--- config.mk ---
export PLATFORM = sky130hd
export DESIGN_NAME = rshift_round_simd
export DESIGN_NICKNAME = d
export VERILOG_FILES = /design/src/rtl/rsr_pkg.sv /design/src/rtl/rsr_lane.sv /design/src/rtl/rsr_size_slice.sv /design/src/rtl/rsr_out_stage.sv /design/src/rtl/rshift_round_simd.sv
export SDC_FILE = /design/constraint.sdc
export NUM_CORES = 2
export LEC_CHECK = 0
export BUFFER_PORTS_ARGS = -buffer_cell sky130_fd_sc_hd__buf_2
export CORE_ASPECT_RATIO = 1.4
export CORE_UTILIZATION = 69
export DETAILED_ROUTE_END_ITERATION = 10
export GPL_ROUTABILITY_DRIVEN = 1
export HOLD_SLACK_MARGIN = 0.08
export PLACE_DENSITY = 0.9
export SLEW_MARGIN = 20
export SYNTH_ARGS = -nofsm -noshare
export SYNTH_HDL_FRONTEND = slang
export SYNTH_SLANG_ARGS = --single-unit
--- constraint.sdc ---
create_clock -name clk -period 11.5 [get_ports clk]
set_input_delay 1.15 -clock clk [delete_from_list [all_inputs] [get_ports clk]]
set_output_delay 1.15 -clock clk [all_outputs]
set_load 0.005 [all_outputs]
--- src/rtl/rsr_pkg.sv ---
package rsr_pkg;
  localparam int VEC_W     = 128;
  localparam int MAX_ELEM  = 64;
  localparam int IMM_W     = $clog2(MAX_ELEM);
  localparam int N_SIZES   = 4;

  typedef enum logic [1:0] {
    SZ_BYTE = 2'd0,
    SZ_HALF = 2'd1,
    SZ_WORD = 2'd2,
    SZ_DBL  = 2'd3
  } elem_size_e;
endpackage

--- src/rtl/rsr_lane.sv ---
// One element: shift right by sh, then add the last bit shifted out.
module rsr_lane #(
  parameter int W  = 8,
  localparam int LG = $clog2(W)
) (
  input  logic [W-1:0]  x,
  input  logic [LG-1:0] sh,
  input  logic          arith,
  output logic [W-1:0]  y
);
  logic signed [W-1:0] xs;
  logic [W-1:0]        shifted;
  logic                rnd;

  assign xs = x;

  always_comb begin
    if (arith) shifted = W'(xs >>> sh);
    else       shifted = x >> sh;
    // a zero count contributes no round bit, so the element passes through
    rnd = (sh != '0) && x[sh - 1'b1];
    y   = shifted + {{(W-1){1'b0}}, rnd};
  end
endmodule

--- src/rtl/rsr_size_slice.sv ---
// All elements of one width across the vector.
module rsr_size_slice #(
  parameter int VW    = 128,
  parameter int W     = 8,
  parameter int IMMW  = 6,
  localparam int LG    = $clog2(W),
  localparam int LANES = VW / W
) (
  input  logic [VW-1:0]   src,
  input  logic [VW-1:0]   amt,
  input  logic [IMMW-1:0] imm,
  input  logic            arith,
  input  logic            use_imm,
  output logic [VW-1:0]   res
);
  for (genvar i = 0; i < LANES; i++) begin : g_lane
    logic [LG-1:0] cnt;
    assign cnt = use_imm ? imm[LG-1:0] : amt[i*W +: LG];
    rsr_lane #(.W(W)) u_lane (
      .x     (src[i*W +: W]),
      .sh    (cnt),
      .arith (arith),
      .y     (res[i*W +: W])
    );
  end
endmodule

--- src/rtl/rsr_out_stage.sv ---
// Optional output register; combinational pass-through when REG_OUT=0.
module rsr_out_stage #(
  parameter int VW      = 128,
  parameter bit REG_OUT = 1'b1
) (
  input  logic          clk,
  input  logic          rst,
  input  logic          d_valid,
  input  logic [VW-1:0] d,
  output logic          q_valid,
  output logic [VW-1:0] q
);
  if (REG_OUT) begin : g_reg
    always_ff @(posedge clk) begin
      if (rst) begin
        q_valid <= 1'b0;
        q       <= '0;
      end else begin
        q_valid <= d_valid;
        if (d_valid) q <= d;
      end
    end
  end else begin : g_comb
    assign q_valid = d_valid;
    assign q       = d;
  end
endmodule

--- src/rtl/rshift_round_simd.sv ---
module rshift_round_simd #(
  parameter bit REG_OUT = 1'b1
) (
  input  logic                      clk,
  input  logic                      rst,
  input  logic                      in_valid,
  input  logic [rsr_pkg::VEC_W-1:0] src_vec,
  input  logic [rsr_pkg::VEC_W-1:0] amt_vec,
  input  logic [rsr_pkg::IMM_W-1:0] imm_amt,
  input  logic [1:0]                esize,
  input  logic                      arith,
  input  logic                      use_imm,
  output logic                      out_valid,
  output logic [rsr_pkg::VEC_W-1:0] res_vec
);
  import rsr_pkg::*;

  logic [VEC_W-1:0] by_size [N_SIZES];
  logic [VEC_W-1:0] sel;
  elem_size_e       sz;

  assign sz = elem_size_e'(esize);

  for (genvar g = 0; g < N_SIZES; g++) begin : g_size
    rsr_size_slice #(.VW(VEC_W), .W(8 << g), .IMMW(IMM_W)) u_slice (
      .src     (src_vec),
      .amt     (amt_vec),
      .imm     (imm_amt),
      .arith   (arith),
      .use_imm (use_imm),
      .res     (by_size[g])
    );
  end

  always_comb begin
    unique case (sz)
      SZ_BYTE: sel = by_size[0];
      SZ_HALF: sel = by_size[1];
      SZ_WORD: sel = by_size[2];
      default: sel = by_size[3];
    endcase
  end

  rsr_out_stage #(.VW(VEC_W), .REG_OUT(REG_OUT)) u_out (
    .clk     (clk),
    .rst     (rst),
    .d_valid (in_valid),
    .d       (sel),
    .q_valid (out_valid),
    .q       (res_vec)
  );
endmodule

==> summary.txt, run 1 <==
Outcome
  – Outcome: did not finish
  – Halt Stage: 5_1_grt
  – Log Error: [ERROR GRT-0116] Global routing finished with congestion. Check the congestion regions in the DRC Viewer.

Clocking
  – Post CTS Setup Buffer Count: 0
  – Bufs on Longest Clock Path: 2
  – H-tree Lvls: 4
  – Num Clock Sinks: 129
  – CTS root buf: clkbuf_16
  – CTS Buf Count: 17
  – Hold-fix buffers, CTS: 0
  – Cts repair resizes: 0

GRT
  – GRT Overall Usage: 0.698
  – First-pass GRT wire length: 371,000 µm
  – Largest net degree at the start of global routing: 83
  – Vias in the first global route: 60,500
  – GR Overflow Total: 3

Synth
  – Mapped Area: 0.0471 mm²
  – Post-synth ARST share: 0
  – Count leader, synth: nand2_1
  – Area share of the largest cell type after synthesis: 0.143
  – Mean Syn Cell Area: 7.28 µm²
  – Distinct cells, synth: 109
  – Syn. warnings: 0
  – EDFF count, synth: 0
  – Flops & latches, synth: 129
  – Top cells by area, synth: mux4_2, mux2i_1, nand2_1
  – Cell count after synthesis: 6,473
  – Dominant synthesized flop cell: dfxtp_1
  – Yosys top cell by area: mux4_2
  – Synthesized net count: 6,834
  – Sequential element share of the synthesized area: 0.0548
  – Commonest cells post-synth: nand2_1, nor2_1, mux2i_1, a21oi_1, clkbuf_1

Die
  – Chip Width: 223 µm
  – Ports: 398
  – Die H: 311 µm
  – Initial cell density of the core: 0.696
  – Row Count: 113

Placement
  – IO Port Bufs: 331
  – HPWL Detailed: 171,000 µm
  – RePlAce Congestion: 1.21
==> layer usage <==
| metal | overflow | global-route usage |
|---|---|---|
| met1 | 0 | 0.719 |
| met2 | 3 | 0.925 |
| met3 | 0 | 0.457 |
| met4 | 0 | 0.683 |
| met5 | 0 | 0.0856 |
==> cells by family after synthesis <==
| group | synth area share |
|---|---|
| adders and majority gates | 0.0244 |
| xor gates and xnor gates | 0.0715 |
| DFF | 0.0548 |
| buffers and inverters | 0.0680 |
| AOI/OAI and AO/OA | 0.280 |
| muxes | 0.280 |
| and+or+nand+nor | 0.221 |
==> metrics by stage <==
| stage | hold WS, ps | instance area, µm² | utilization | instances | worst slack (ps) |
|---|---|---|---|---|---|
| 2_1_floorplan | 435 | 47100 | - | 6473 | 4100 |
| 3_3_place_gp | 432 | 48600 | 0.717 | 7194 | 3120 |
| 3_5_place_dp | 444 | 48600 | 0.717 | 7194 | 2960 |
| 4_1_cts | 459 | 49100 | 0.725 | 7225 | 3420 |
==> run 2: changes to the inputs <==
Settings changed: CORE_ASPECT_RATIO 1.4 to not set, CORE_UTILIZATION 69 to 40, HOLD_SLACK_MARGIN 0.08 to not set, PLACE_DENSITY 0.9 to not set, PLACE_DENSITY_LB_ADDON set to 0.15.
==> run 2 against run 1 <==
Effect of this change:
- the flow now finishes without violations
- synthesized area unchanged
- synthesized cell count unchanged
==> summary.txt, run 2 <==
Outcome
  – Outcome: complete, no violations

Synth
  – Distinct cells, synth: 109
  – Commonest cells post-synth: nand2_1, nor2_1, mux2i_1, a21oi_1, clkbuf_1
  – EDFF count, synth: 0
  – Sequential element share of the synthesized area: 0.0548
  – Mean Syn Cell Area: 7.28 µm²
  – Post-synth ARST share: 0
  – Syn. warnings: 0
  – Dominant synthesized flop cell: dfxtp_1
  – Yosys top cell by area: mux4_2
  – Area share of the largest cell type after synthesis: 0.143
  – Mapped Area: 0.0471 mm²
  – Cell count after synthesis: 6,473
  – Count leader, synth: nand2_1
  – Flops & latches, synth: 129
  – Top cells by area, synth: mux4_2, mux2i_1, nand2_1
  – Synthesized net count: 6,834

Clocking
  – Cts repair resizes: 0
  – CTS tree: yes
  – CTS Buf Count: 25
  – Clock latency on the worst-skew pair: 490 ps
  – Clock slew at reported path FFs: 60 ps
  – Post CTS Setup Buffer Count: 0
  – Bufs on Longest Clock Path: 3
  – Num Clock Sinks: 129
  – Hold-fix buffers, CTS: 0
  – H-tree Lvls: 4
  – CTS root buf: clkbuf_16

Setup path
  – Critical-path cell list: clkbuf_8 -> buf_4 -> mux2_4 -> inv_4 -> buf_4 -> mux4_2 -> mux2i_1 -> mux2i_1 -> o22ai_1 -> nor3_1 -> nand4_1 -> nor4_2 -> nand4_1 -> or4_1 -> nand3_1 -> a211oi_1
  – Crit-path max FO: 47
  – Crit path launch: use_imm
  – Critical path class: in -> reg
  – Worst endpoint required time: 11,830 ps
  – Worst r2r src: u_out.q[123]$_SDFFE_PP0P_
  – CP max stage delay: 980 ps
  – Crit path launch type: primary input
  – Critical path's slowest cell: nor4_2
  – Critical Path AT: 8290 ps
  – Worst setup EP type: flip-flop

Die
  – Chip Width: 345 µm
  – Core area: 0.117 mm²
  – Ports: 398
  – Die H: 345 µm
  – Full die area: 0.119 mm²
  – Initial cell density of the core: 0.405
  – Row Count: 125

Final layout
  – Layout fillers: 12,200
  – Non-Filler Instances: 7,930
  – Largest regs: u_out.q x128, u_out.q_valid x1
  – Commonest non-fill, non-tap cell in the layout: nand2_1
  – Area occupied by registers: 0.00258 mm²
  – Syn-to-layout area delta: 7.02%
  – Share of layout cells above drive strength 1: 0.174
  – Max FFs per register: 128
  – Total Nets Final: 6,751
  – Multi-input logic area: 0.0417 mm²
  – Most frequent cells in the layout: nand2_1, nor2_1, mux2i_1, a21oi_1, o21ai_0
  – Top reg by flops: u_out.q

GRT
  – GR Overflow Total: 0
  – First-pass GRT wire length: 381,000 µm
  – Largest net degree at the start of global routing: 84
  – GRT Overall Usage: 0.425
  – Initial antenna violation count: 12
  – Vias in the first global route: 52,600

STA
  – Clock Skews: 0 ps
  – Final setup viols: 0
  – Final hold viol count: 0
  – Setup TNS: 0 ps
  – Headroom to the max-slew limit: 0.177
  – Fin crit period: 7950 ps
  – Tightest Pin Transition: 1230 ps
  – Fin. max-slew vios: 0
  – RSZ-0062 raised after global routing: no
  – Fmax: 0.126 GHz
  – Final worst-path cycle share: 0.692

Route
  – Vias per inst: 7.28
  – DR vias: 57,700
  – DRC viols: 0
  – Post-Route WL: 267,000 µm
  – Initial DRC count: 8,459
  – Antenna Nets Post-Route: 0
  – DR WL/cell: 33.6 µm
  – Pre-antenna DRT Iters: 8

Power and ir drop
  – PD cells: 94.2 mW/mm²
  – Total power: 0.00475 W
  – VDD IR max: 81.2 µV
  – Leakage Power: 18.8 nW

Hold path
  – Min-Delay Startpoint: u_out.q[44]$_SDFFE_PP0P_
  – Min-delay worst type: reg -> reg

Run
  – Number of max-cap violations: 0

Placement
  – Placed insts: 7,886
  – RePlAce Congestion: 1.05
  – IO Port Bufs: 331
  – HPWL Detailed: 196,000 µm
## run 2: cell counts after synthesis
No cell type changed its count.
## run 2: layout make-up
cell class              instances  area share
multi-input cells            5600       0.826
repair buffers                527      0.0631
flip-flops and latches        129      0.0512
well taps                    1524      0.0378
clock buffers                  31      0.0132
inverters                     107     0.00806
diodes                         11    0.000546
clock inverters                 1   0.0000992
## run 2: where the power goes
group          leakage (nW)  switching (W)  internal [W]
clock network         0.331       0.000242      0.000401
registers              1.07      0.0000483      0.000493
logic                  17.4        0.00234       0.00123
total                  18.8        0.00263       0.00212
## run 2: worst paths after layout
check	depth (start not counted)	slack, ps	to
max reg2reg	5	10090	u_out.q[123]$_SDFFE_PP0P_
min reg2reg	2	460	u_out.q[44]$_SDFFE_PP0P_
max	16	3550	u_out.q[120]$_SDFFE_PP0P_
min	2	460	u_out.q[44]$_SDFFE_PP0P_
## run 2: routing by layer
layer  global-route usage  routed length, µm  vias to the layer above
met1                0.566             107000                    28200
met5              0.00160                 67                        -
met3                0.107              31500                      770
met4                0.226              17000                       10
met2                0.626             111000                     4061
li1                     -                  -                    24700
## run 2: cell families after synthesis
logic type,Yosys count,synth area share
AND/OR/NAND/NOR,2244,0.221
AO/OA/AOI/OAI,1957,0.280
multiplexers,922,0.280
buffers and inverters,744,0.0680
XOR/XNOR,385,0.0715
flip-flops,129,0.0548
adder cells (fa/ha/maj),92,0.0244
## run 2: critical path: cells and delay by family
kind / cells / cell delay, ps
AOI/OAI and AO/OA: 2 / 380
buffers and inverters: 4 / 2040
muxes: 4 / 1360
and+or+nand+nor: 6 / 3210
## run 2: stage by stage
step	util	hold slack, ps	cell area, µm²	setup slack [ps]
final	0.433	462	50500	3550
after global routing	0.433	476	50400	3300
after CTS	0.432	456	50400	3490
after detailed placement	0.427	442	49700	3010
after global placement	0.427	433	49700	3020
after floorplan	-	435	47100	4100
(Power assumes the default switching activity.)
